`config.mk`:
```
export PLATFORM = sky130hd
export DESIGN_NAME = chnbuf_ctrl
export DESIGN_NICKNAME = d
export VERILOG_FILES = /design/src/rtl/chnbuf_pkg.sv /design/src/rtl/chnbuf_ring.sv /design/src/rtl/chnbuf_msgq.sv /design/src/rtl/chnbuf_geom.sv /design/src/rtl/chnbuf_ctrl.sv
export SDC_FILE = /design/constraint.sdc
export NUM_CORES = 1
export LEC_CHECK = 0
export BUFFER_PORTS_ARGS = -buffer_cell sky130_fd_sc_hd__buf_4
export CORE_MARGIN = 10
export CORE_UTILIZATION = 58
export DETAILED_ROUTE_END_ITERATION = 8
export GPL_TIMING_DRIVEN = 0
export PLACE_DENSITY = 0.81
export SLEW_MARGIN = 20
export SYNTH_ARGS = -nofsm -noshare
export SYNTH_HDL_FRONTEND = slang
export SYNTH_HIERARCHICAL = 1
export SYNTH_SLANG_ARGS = --single-unit
```
`constraint.sdc`:
```
create_clock -name clk -period 5 [get_ports clk]
set_clock_uncertainty 0.2 [all_clocks]
set_input_delay 0.75 -clock clk [delete_from_list [all_inputs] [get_ports clk]]
set_output_delay 0.75 -clock clk [all_outputs]
set_load 0.02 [all_outputs]
```
`src/rtl/chnbuf_pkg.sv`:
```
package chnbuf_pkg;
   typedef enum logic [3:0] {
      OP_NONE     = 4'd0,
      OP_RELEASE  = 4'd1,
      OP_NONEMPTY = 4'd2
   } msg_op_e;

   localparam logic [2:0] CMD_OPEN    = 3'd0;
   localparam logic [2:0] CMD_RELEASE = 3'd1;
   localparam logic [2:0] CMD_FLUSH   = 3'd2;
   localparam logic [2:0] CMD_CREDIT  = 3'd3;
   localparam logic [2:0] CMD_BASE    = 3'd4;

   function automatic logic [31:0] make_msg(msg_op_e op, logic [7:0] ch,
                                            logic [7:0] idx, logic [11:0] cnt);
      return {op, ch, idx, cnt};
   endfunction
endpackage

```
`src/rtl/chnbuf_ring.sv`:
```
module chnbuf_ring #(
   parameter int BUF_NUM = 4,
   parameter int WPB     = 4,
   localparam int IDX_W  = $clog2(BUF_NUM),
   localparam int FILL_W = $clog2(WPB)
) (
   input  logic              clk,
   input  logic              rst_n,
   input  logic              clr,
   input  logic              acc,
   input  logic              flush_req,
   input  logic              rel_free,
   input  logic              rel_we,
   input  logic [IDX_W-1:0]  rel_idx,
   output logic [IDX_W-1:0]  cur_idx,
   output logic [FILL_W-1:0] fill,
   output logic              cur_busy,
   output logic              submit,
   output logic [11:0]       sub_cnt
);
   localparam logic [FILL_W-1:0] LAST = FILL_W'(WPB - 1);

   logic [BUF_NUM-1:0] owned_q;
   logic [IDX_W-1:0]   cur_q;
   logic [FILL_W-1:0]  fill_q;
   logic               fpend_q;
   logic               full_acc, flush_go;

   assign full_acc = acc && (fill_q == LAST);
   assign flush_go = fpend_q && (fill_q != '0) && !acc && rel_free;
   assign submit   = full_acc || flush_go;
   assign sub_cnt  = full_acc ? 12'd0 : 12'(fill_q);
   assign cur_idx  = cur_q;
   assign fill     = fill_q;
   assign cur_busy = owned_q[cur_q];

   always_ff @(posedge clk) begin
      if (!rst_n || clr) begin
         owned_q <= '0;
         cur_q   <= '0;
         fill_q  <= '0;
         fpend_q <= 1'b0;
      end else begin
         if (acc)
            fill_q <= full_acc ? '0 : fill_q + 1'b1;
         else if (flush_go)
            fill_q <= '0;
         if (submit)
            cur_q <= cur_q + 1'b1;
         for (int i = 0; i < BUF_NUM; i++) begin
            if (rel_we && (rel_idx == IDX_W'(i)))
               owned_q[i] <= 1'b0;
            if (submit && (cur_q == IDX_W'(i)))
               owned_q[i] <= 1'b1;
         end
         if (flush_req)
            fpend_q <= 1'b1;
         else if (flush_go || fill_q == '0)
            fpend_q <= 1'b0;
      end
   end


   close_clears_chk: assert property (@(posedge clk) disable iff (!rst_n)
      clr |=> (fill_q == '0) && (owned_q == '0) && (cur_q == '0));

   release_frees_chk: assert property (@(posedge clk) disable iff (!rst_n)
      (rel_we && !clr) |=> (owned_q[$past(rel_idx)] == 1'b0));

   no_overwrite_chk: assert property (@(posedge clk) disable iff (!rst_n)
      acc |-> !owned_q[cur_q]);
endmodule

```
`src/rtl/chnbuf_msgq.sv`:
```
module chnbuf_msgq
   import chnbuf_pkg::*;
(
   input  logic        clk,
   input  logic        rst_n,
   input  logic        clr,
   input  logic        ne_set,
   input  logic [31:0] ne_word,
   input  logic        rel_set,
   input  logic [31:0] rel_word,
   output logic        rel_busy,
   input  logic        msg_ready,
   output logic        msg_valid,
   output logic [31:0] msg_data,
   output logic        irq_req
);
   logic        ne_pend, rel_pend, out_v, irq_q;
   logic [31:0] ne_q, rel_q, out_d;
   logic        load;

   assign load      = !out_v || msg_ready;
   assign rel_busy  = rel_pend;
   assign msg_valid = out_v;
   assign msg_data  = out_d;
   assign irq_req   = irq_q;

   always_ff @(posedge clk) begin
      if (!rst_n) begin
         ne_pend  <= 1'b0;
         rel_pend <= 1'b0;
         out_v    <= 1'b0;
         out_d    <= '0;
         ne_q     <= '0;
         rel_q    <= '0;
         irq_q    <= 1'b0;
      end else begin
         irq_q <= out_v && msg_ready && (out_d[31:28] == OP_RELEASE);
         if (load) begin
            out_v <= ne_pend || rel_pend;
            if (ne_pend)
               out_d <= ne_q;
            else if (rel_pend)
               out_d <= rel_q;
         end
         if (clr)
            ne_pend <= 1'b0;
         else if (ne_set) begin
            ne_pend <= 1'b1;
            ne_q    <= ne_word;
         end else if (load)
            ne_pend <= 1'b0;
         if (clr)
            rel_pend <= 1'b0;
         else if (rel_set) begin
            rel_pend <= 1'b1;
            rel_q    <= rel_word;
         end else if (load && !ne_pend)
            rel_pend <= 1'b0;
      end
   end


   msg_hold_chk: assert property (@(posedge clk) disable iff (!rst_n)
      (out_v && !msg_ready) |=> out_v && $stable(out_d));

   ne_first_chk: assert property (@(posedge clk) disable iff (!rst_n)
      (load && ne_pend && rel_pend) |=> (out_d[31:28] == OP_NONEMPTY) && rel_pend);

   irq_after_chk: assert property (@(posedge clk) disable iff (!rst_n)
      irq_q |-> $past(out_v && msg_ready));
endmodule

```
`src/rtl/chnbuf_geom.sv`:
```
module chnbuf_geom #(
   parameter int BUF_BYTES = 16,
   parameter int BUF_NUM   = 4
) (
   input  logic [31:0] ring_base,
   output logic        base_err
);
   localparam int PAGE = 4096;
   logic [BUF_NUM-1:0] bad;

   for (genvar i = 0; i < BUF_NUM; i++) begin : g_buf
      logic [31:0] b;
      assign b = ring_base + 32'(i) * 32'(BUF_BYTES);
      if (BUF_BYTES < PAGE) begin : g_small
         assign bad[i] = ((b ^ (b + 32'(BUF_BYTES - 1))) >> 12) != 32'd0;
      end else begin : g_big
         assign bad[i] = (b & 32'(PAGE - 1)) != 32'd0;
      end
   end

   assign base_err = |bad;
endmodule

```
`src/rtl/chnbuf_ctrl.sv`:
```
module chnbuf_ctrl
   import chnbuf_pkg::*;
#(
   parameter int WORD_BITS   = 32,
   parameter int BUF_BYTES   = 16,
   parameter int BUF_NUM     = 4,
   parameter int CHAN_ID     = 5,
   parameter bit NONEMPTY_EN = 1'b1
) (
   input  logic                 clk,
   input  logic                 rst_n,
   input  logic                 usr_valid,
   input  logic [WORD_BITS-1:0] usr_data,
   output logic                 usr_ready,
   input  logic                 ctl_we,
   input  logic [2:0]           ctl_sel,
   input  logic [31:0]          ctl_data,
   output logic                 dma_valid,
   output logic [31:0]          dma_addr,
   output logic [WORD_BITS-1:0] dma_data,
   output logic                 msg_valid,
   output logic [31:0]          msg_data,
   input  logic                 msg_ready,
   output logic                 irq_req,
   output logic                 base_err
);
   localparam int WORD_BYTES = WORD_BITS / 8;
   localparam int WPB        = BUF_BYTES / WORD_BYTES;
   localparam int IDX_W      = $clog2(BUF_NUM);
   localparam int FILL_W     = $clog2(WPB);
   localparam int BUF_SHIFT  = $clog2(BUF_BYTES);
   localparam int W_SHIFT    = $clog2(WORD_BYTES);

   if (WORD_BITS != 8 && WORD_BITS != 16 && WORD_BITS != 32) begin : g_bad_word
      $error("WORD_BITS must be 8, 16 or 32");
   end
   if (BUF_NUM < 2 || BUF_NUM > 256 || (BUF_NUM & (BUF_NUM - 1)) != 0) begin : g_bad_num
      $error("BUF_NUM must be a power of two in 2..256");
   end
   if ((BUF_BYTES & (BUF_BYTES - 1)) != 0 || WPB < 2 || WPB > 4096) begin : g_bad_size
      $error("BUF_BYTES must be a power of two holding 2..4096 words");
   end
   if (CHAN_ID < 0 || CHAN_ID > 255) begin : g_bad_chan
      $error("CHAN_ID must fit in 8 bits");
   end

   logic              open_q, sync_q;
   logic [15:0]       credit_q;
   logic [31:0]       base_q;
   logic              cmd_open, cmd_close, cmd_rel, cmd_flush, cmd_credit;
   logic              acc, has_credit, ne_set, rel_busy, cur_busy, submit;
   logic [IDX_W-1:0]  cur_idx;
   logic [FILL_W-1:0] fill;
   logic [11:0]       sub_cnt;
   logic [31:0]       ne_word, rel_word, offset;

   assign cmd_open   = ctl_we && (ctl_sel == CMD_OPEN) && ctl_data[0];
   assign cmd_close  = ctl_we && (ctl_sel == CMD_OPEN) && !ctl_data[0];
   assign cmd_rel    = ctl_we && (ctl_sel == CMD_RELEASE);
   assign cmd_flush  = ctl_we && (ctl_sel == CMD_FLUSH) && open_q;
   assign cmd_credit = ctl_we && (ctl_sel == CMD_CREDIT);

   assign has_credit = !sync_q || (credit_q != 16'd0);
   assign usr_ready  = open_q && !cur_busy && has_credit &&
                       !(rel_busy && (fill == FILL_W'(WPB - 1)));
   assign acc        = usr_valid && usr_ready;
   assign offset     = (32'(cur_idx) << BUF_SHIFT) + (32'(fill) << W_SHIFT);

   if (NONEMPTY_EN) begin : g_ne_on
      assign ne_set = acc && (fill == '0);
   end else begin : g_ne_off
      assign ne_set = 1'b0;
   end
   assign ne_word  = make_msg(OP_NONEMPTY, 8'(CHAN_ID), 8'(cur_idx), 12'd0);
   assign rel_word = make_msg(OP_RELEASE, 8'(CHAN_ID), 8'(cur_idx), sub_cnt);

   always_ff @(posedge clk) begin
      if (!rst_n) begin
         open_q    <= 1'b0;
         sync_q    <= 1'b0;
         credit_q  <= '0;
         base_q    <= '0;
         dma_valid <= 1'b0;
         dma_addr  <= '0;
         dma_data  <= '0;
      end else begin
         dma_valid <= acc;
         if (acc) begin
            dma_addr <= base_q + offset;
            dma_data <= usr_data;
         end
         if (cmd_open) begin
            open_q <= 1'b1;
            sync_q <= ctl_data[1];
         end else if (cmd_close) begin
            open_q <= 1'b0;
            sync_q <= 1'b0;
         end
         if (cmd_close)
            credit_q <= '0;
         else
            credit_q <= credit_q + (cmd_credit ? ctl_data[15:0] : 16'd0)
                        - {15'd0, acc && sync_q};
         if (ctl_we && ctl_sel == CMD_BASE)
            base_q <= ctl_data;
      end
   end

   chnbuf_ring #(.BUF_NUM(BUF_NUM), .WPB(WPB)) u_ring (
      .clk(clk), .rst_n(rst_n), .clr(cmd_close), .acc(acc),
      .flush_req(cmd_flush), .rel_free(!rel_busy), .rel_we(cmd_rel),
      .rel_idx(ctl_data[IDX_W-1:0]), .cur_idx(cur_idx), .fill(fill),
      .cur_busy(cur_busy), .submit(submit), .sub_cnt(sub_cnt));

   chnbuf_msgq u_msgq (
      .clk(clk), .rst_n(rst_n), .clr(cmd_close), .ne_set(ne_set),
      .ne_word(ne_word), .rel_set(submit), .rel_word(rel_word),
      .rel_busy(rel_busy), .msg_ready(msg_ready), .msg_valid(msg_valid),
      .msg_data(msg_data), .irq_req(irq_req));

   chnbuf_geom #(.BUF_BYTES(BUF_BYTES), .BUF_NUM(BUF_NUM)) u_geom (
      .ring_base(base_q), .base_err(base_err));


   dma_from_open_chk: assert property (@(posedge clk) disable iff (!rst_n)
      dma_valid |-> $past(open_q));

   credit_gate_chk: assert property (@(posedge clk) disable iff (!rst_n)
      (sync_q && $past(sync_q) && $past(credit_q) == 16'd0 && !$past(cmd_credit)) |-> !dma_valid);
endmodule

```
==> results.cfg, run 1 <==
[run_status]
run_status = complete, no violations

[layout]
layout.cells.most_common_list = sky130_fd_sc_hd__nand2_1, sky130_fd_sc_hd__dfxtp_1, sky130_fd_sc_hd__buf_4
number_of_inserted_diodes = 0
final_design_area_no_fill_um2 = 13600
final_layout_size_suffix_gt1_frac = 0.162
fin_nets = 1678
layout_commonest_cell = sky130_fd_sc_hd__nand2_1
stdcell_count = 1804
syn_to_final_growth_pct = 23.1

[cts]
tritoncts = built
cts_clk_pin_slew_worst_paths_ps = 60
worstSkewPairLatency_ps = 510
cts_num_sinks = 224
max-clock-path-buffers = 3
htree_num_levels = 1
cts_buf_count = 24
clk_root_buffer_cell = sky130_fd_sc_hd__clkbuf_16
postCtsSetupBuffers = 0
hold_buffers = 0

[flow_run]
max_cap_check_violation_count = 0

[timing]
period_share = 0.927
worst_slew_pin_tran_ps = 754
report.final.hold_viol_count = 0
report.final.slew_viol_count = 0
rsz0062_at_grt = no
timing.final.ws_setup_ps = 366
setup_viol = 0
fmax_ghz = 0.216
hold_slack_ps = 252
maxSlewHeadroom = 0.485
period_needed_ps = 4630
setup-tns-final_ps = 0

[placement]
place_hpwl_mm = 22.1
dp_worst_setup_slack_ps = -347
placed_area_um2 = 12800
place.detailed.instances = 1766
place.gp.congestion = 0.933
portbufs = 172

[logic_synthesis]
post_synth_main_area_contributors = sky130_fd_sc_hd__dfxtp_1, sky130_fd_sc_hd__nand2_1, sky130_fd_sc_hd__ha_1, sky130_fd_sc_hd__a21boi_0, sky130_fd_sc_hd__a21boi_1
synth_async_sr_flop_share = 0
synth.lib_cells_used.distinct = 74
synth-edff-count = 0
yosysTopAreaCell = sky130_fd_sc_hd__dfxtp_1
share_of_the_yosys_chip_area_belonging_to_registers = 0.407
netlist_area_um2 = 11000
synth_cells = 1305
synth_flop_cell = sky130_fd_sc_hd__dfxtp_1
synthDominantCellAreaShare = 0.407
synth-seq-cells = 224
syn_avg_cell_area_um2 = 8.44
ys_warn_count = 6

[floorplanning]
floorplan.die_area_um2 = 24900
pin_count = 173
core.rowCount = 50
core_um2 = 18700
die_w_um = 158
fp.dieH_um = 158
start_util = 0.589

[worst_setup_path]
endpoint_arrival_time_on_the_critical_path_ps = 4820
critical_path_required_ps = 5190
worstPathMaxFanout = 11
worstSetupPathType = flip-flop to flip-flop
reg2reg_slack_ps = 370
nature_of_the_critical_path_startpoint = flip-flop
crit_path_end_kind = flip-flop
rr_worst_depth = 16

[hold_path]
hp-class = flip-flop to flip-flop
hold_path_depth = 2

[power_and_ir_drop]
power.density_cell_area_nw_per_um2 = 341
irDropWorstVdd_mv = 0.360
power_leakage_nw = 5.74

[global_routing]
grt_pass1_wl_mm = 46.0
number_of_global_route_vias_before_repair = 9380
antenna_violations_before_repair = 0
grt_usage = 0.223
grt.overflow.total = 0
grt_max_degree = 16

[detailed_routing]
routed-via-count = 9741
wire_per_inst_um = 15.9
drtPass1Iterations = 5
postRouteWirelength_mm = 28.8
viasPerCell = 5.40
dr.first_iter.drc_count = 551
drc = 0
postRouteAntennaNets = 0
[repair_timing]
action / in CTS / in global routing
endpoints found under the setup margin: 3 / 7
gates resized for setup: 3 / 2
cloned: 0 / 0
pin swaps: 0 / 0
[flip-flops by register name (all words and copies together), names as in the netlist, 2 cells and up]
name	flops
u_ring/fill	2
u_ring/owned_q	4
base_q	32
u_msgq/rel_q	32
u_ring/cur_idx	2
dma_addr	32
credit_q	16
u_msgq/msg_data	32
dma_data	32
u_msgq/ne_q	32
[worst max-delay path, cell delays in order, from the launching register on]
cell and delay (ps):
sky130_fd_sc_hd__dfxtp_2 460, sky130_fd_sc_hd__mux4_2 550, sky130_fd_sc_hd__and4b_1 340, sky130_fd_sc_hd__o31ai_4 140, sky130_fd_sc_hd__inv_1 310, sky130_fd_sc_hd__clkbuf_2 330, sky130_fd_sc_hd__and2_1 170, sky130_fd_sc_hd__ha_1 220
sky130_fd_sc_hd__inv_1 60, sky130_fd_sc_hd__ha_1 190, sky130_fd_sc_hd__inv_1 70, sky130_fd_sc_hd__fa_1 380, sky130_fd_sc_hd__nor2b_1 240, sky130_fd_sc_hd__o31ai_1 160, sky130_fd_sc_hd__a211oi_2 350, sky130_fd_sc_hd__a311oi_1 170
sky130_fd_sc_hd__mux2i_1 140
[cell type report]
class	instances	area, um2
buffer	95	469
inverter	66	248
timing repair buffer	172	1290
sequential	224	4490
fill	1543	5140
clock inverter	4	47.5
clock buffer	35	693
multi-input combinational	974	6040
tap	234	293
[per-layer routing]
layer,routed length (um),vias up,share of wire,GRT usage
met5,0,-,0,0
met4,621,0,0.022,0.0641
met3,1920,45,0.067,0.0339
met2,13600,277,0.47,0.379
met1,12600,4543,0.44,0.285
li1,-,4876,-,-
[metrics by stage]
step	power, W	utilization
6_report	0.00462	0.725
5_1_grt	0.00485	0.725
4_1_cts	0.00464	0.725
3_5_place_dp	0.00294	0.685
3_3_place_gp	0.00291	0.685
2_1_floorplan	0.00269	-
[synthesized netlist by cell type (all sizes together) (6+ instances only)]
library cell and count:
and2 7, xor2 8, mux2i 37, nor4 10, a21oi 49, nor2b 10
inv 66, nand3 46, nor4b 6, ha 47, dfxtp 224, a21boi 135
o21a 7, o21ai 43, nor3b 7, nand2 315, o211a 36, a211oi 6
nor3 19, xnor2 29, nand2b 10, nor2 23, buf 27, clkbuf 69
[path summary, 6_finish.rpt]
| kind | start | end |
|---|---|---|
| hold reg to reg | u_msgq/ne_q[4]$_SDFFE_PN0P_ | u_msgq/ne_q[4]$_SDFFE_PN0P_ |
| setup / recovery | u_ring/cur_idx[0]$_SDFFE_PP0P_ | credit_q[12]$_SDFF_PP0_ |
| hold / removal | u_msgq/ne_q[4]$_SDFFE_PN0P_ | u_msgq/ne_q[4]$_SDFFE_PN0P_ |
| setup reg to reg | u_ring/cur_idx[0]$_SDFFE_PP0P_ | credit_q[12]$_SDFF_PP0_ |
[report_power, final]
part / switching, W / internal [W] / leakage, nW / total (W)
registers: 0.0000442 / 0.00186 / 1.81 / 0.00190
clock network: 0.000684 / 0.00100 / 0.360 / 0.00169
logic: 0.000573 / 0.000459 / 3.57 / 0.00103
[cells by family after synthesis]
logic type | Yosys count | synth area share
AND/OR/NAND/NOR | 487 | 0.207
buffers and inverters | 162 | 0.0653
AO/OA/AOI/OAI | 305 | 0.198
XOR/XNOR | 37 | 0.0294
flip-flops | 224 | 0.407
adder cells (fa/ha/maj) | 49 | 0.0570
other | 3 | 0.00102
multiplexers | 38 | 0.0356
Power figures use the tool's default switching activity.
==> run 2: changes to the inputs <==
--- a/config.mk
+++ b/config.mk
@@ -9,7 +9,6 @@
 export CORE_MARGIN = 10
 export CORE_UTILIZATION = 58
 export DETAILED_ROUTE_END_ITERATION = 8
-export GPL_TIMING_DRIVEN = 0
 export PLACE_DENSITY = 0.81
 export SLEW_MARGIN = 20
 export SYNTH_ARGS = -nofsm -noshare
==> run 2 against run 1 <==
  * Fmax is 14% higher
  * Critical path depth fell by 1
  * Clock power is 11% higher
  * Largest cell class unchanged
  * Highest routed layer unchanged
==> results.cfg, run 2 (synthesis results as in run 1) <==
[worst_setup_path]
reg2reg_slack_ps = 940
crit_path_end_kind = flip-flop
rr_worst_depth = 15
critical_path_required_ps = 5190
worst_path_largest_cell_delay_ps = 580
worstSetupPathType = flip-flop to flip-flop
cp_max_stage_cell = sky130_fd_sc_hd__mux4_2
endpoint_arrival_time_on_the_critical_path_ps = 4250
cell_breakdown_of_the_critical_path = mux4_2 -> and4b_1 -> o31ai_4 -> inv_2 -> and2_1 -> ha_1 -> inv_1 -> ha_1 -> inv_1 -> fa_1 -> nor2b_1 -> o31ai_1 -> a211oi_1 -> a311oi_1 -> mux2i_1
path_delay_family = compound AO/OA/AOI/OAI gates
crit-reg2reg-launch = u_ring/cur_idx[0]$_SDFFE_PP0P_
regToRegEndpoint = credit_q[12]$_SDFF_PP0_
nature_of_the_critical_path_startpoint = flip-flop
critical_path_buf_inv_count = 3
worstPathMaxFanout = 9

[floorplanning]
fp.dieH_um = 158
die_w_um = 158
start_util = 0.589
core_um2 = 18700
pin_count = 173
floorplan.die_area_um2 = 24900
core.rowCount = 50

[cts]
hold_buffers = 0
ctsResizeCount = 0
tritoncts = built
postCtsSetupBuffers = 0
clk_root_buffer_cell = sky130_fd_sc_hd__clkbuf_16
cts_buf_count = 24
worstSkewPairLatency_ps = 520
htree_num_levels = 1
cts_num_sinks = 224
max-clock-path-buffers = 3
cts_clk_pin_slew_worst_paths_ps = 60

[layout]
layout_commonest_cell = sky130_fd_sc_hd__nand2_1
fin_nets = 1599
filler_cell_count_in_the_final_layout = 1500
layout.cells.most_common_list = sky130_fd_sc_hd__nand2_1, sky130_fd_sc_hd__dfxtp_1, sky130_fd_sc_hd__buf_4
syn_to_final_growth_pct = 21.3
final_layout_size_suffix_gt1_frac = 0.173
stdcell_count = 1730
number_of_inserted_diodes = 0

[detailed_routing]
routed-via-count = 9379
drc = 0
wire_per_inst_um = 15.8
dr.first_iter.drc_count = 561
viasPerCell = 5.42
postRouteWirelength_mm = 27.3
drtPass1Iterations = 4
postRouteAntennaNets = 0

[timing]
setup_viol = 0
report.final.slew_viol_count = 0
worst_slew_pin_tran_ps = 892
report.final.hold_viol_count = 0
fmax_ghz = 0.246
rsz0062_at_grt = no
period_share = 0.812
period_needed_ps = 4060
maxSlewHeadroom = 0.405
setup-tns-final_ps = 0

[placement]
place.detailed.instances = 1686
place_hpwl_mm = 18.7
place.gp.congestion = 0.896
portbufs = 172

[power_and_ir_drop]
power.density_cell_area_nw_per_um2 = 358
power_leakage_nw = 5.67
irDropWorstVdd_mv = 0.362

[global_routing]
grt_max_degree = 170
grt.overflow.total = 0
antenna_violations_before_repair = 0
grt_pass1_wl_mm = 43.7
number_of_global_route_vias_before_repair = 8896
grt_usage = 0.209

[hold_path]
hold_path_depth = 2
worst_hold_path.endpoint = u_msgq/rel_q[4]$_SDFFE_PN0P_
hp-class = flip-flop to flip-flop
hold_path.startpoint = u_msgq/rel_q[4]$_SDFFE_PN0P_

[flow_run]
max_cap_check_violation_count = 0

[run_status]
run_status = complete, no violations
## run 2: cell types whose count changed in the layout (fill, tap and decap cells not counted), moves of 3 or more
cell                       change
sky130_fd_sc_hd__clkbuf_1     -71
sky130_fd_sc_hd__buf_4         +4
sky130_fd_sc_hd__clkbuf_8      +5
sky130_fd_sc_hd__buf_1         -3
sky130_fd_sc_hd__buf_2         -5
sky130_fd_sc_hd__buf_6         -7
## run 2: worst max path at each step
stage	startpoint	to	slack, ps	cells past startpoint
after detailed placement	ctl_sel[2]	credit_q[12]$_SDFF_PP0_	910	13
after floorplan	u_ring/cur_idx[0]$_SDFFE_PP0P_	credit_q[12]$_SDFF_PP0_	790	17
after global placement	ctl_sel[2]	credit_q[12]$_SDFF_PP0_	980	13
final	u_ring/cur_idx[0]$_SDFFE_PP0P_	credit_q[12]$_SDFF_PP0_	940	15
after global routing	u_ring/cur_idx[0]$_SDFFE_PP0P_	credit_q[12]$_SDFF_PP0_	610	15
after CTS	u_ring/cur_idx[0]$_SDFFE_PP0P_	credit_q[12]$_SDFF_PP0_	970	15
## run 2: power breakdown
| part | total, W | internal, W | switching, W |
|---|---|---|---|
| Combinational | 0.00101 | 0.000452 | 0.000555 |
| Clock | 0.00187 | 0.00116 | 0.000715 |
| Sequential | 0.00191 | 0.00186 | 0.0000472 |
| Total | 0.00478 | 0.00347 | 0.00132 |
## run 2: worst register-to-register path: stages (launching register included)
cell and delay, ps:
sky130_fd_sc_hd__dfxtp_1 510, sky130_fd_sc_hd__mux4_2 580, sky130_fd_sc_hd__and4b_1 310, sky130_fd_sc_hd__o31ai_4 90
sky130_fd_sc_hd__inv_2 70, sky130_fd_sc_hd__and2_1 120, sky130_fd_sc_hd__ha_1 220, sky130_fd_sc_hd__inv_1 60
sky130_fd_sc_hd__ha_1 170, sky130_fd_sc_hd__inv_1 60, sky130_fd_sc_hd__fa_1 380, sky130_fd_sc_hd__nor2b_1 240
sky130_fd_sc_hd__o31ai_1 140, sky130_fd_sc_hd__a211oi_1 450, sky130_fd_sc_hd__a311oi_1 190, sky130_fd_sc_hd__mux2i_1 140
## run 2: cell type report
class	count	area, um2	area share
Clock buffer	35	722	0.0540
Clock inverter	9	135	0.0101
Inverter	66	248	0.0185
Multi-Input combinational cell	974	6060	0.453
Sequential cell	224	4490	0.335
Tap cell	234	293	0.0219
Timing Repair Buffer	188	1420	0.106
## run 2: per-layer routing
metal | vias up | global-route usage | part of all wire
li1 | 4708 | - | -
met2 | 265 | 0.352 | 0.47
met1 | 4373 | 0.267 | 0.44
met4 | 0 | 0.0565 | 0.018
met5 | - | 0 | 0
met3 | 33 | 0.0404 | 0.072
## run 2: through the flow
step                      setup WS (ps)  utilization  cell area, um2  total power, W  hold slack, ps
final                               938        0.715           13400         0.00478             251
after CTS                           974        0.715           13400         0.00481             253
after detailed placement            907        0.669           12500         0.00293             245
after floorplan                     793            -           11200         0.00269             234
after global routing                612        0.715           13400         0.00501             269
after global placement              983        0.669           12500         0.00291             240
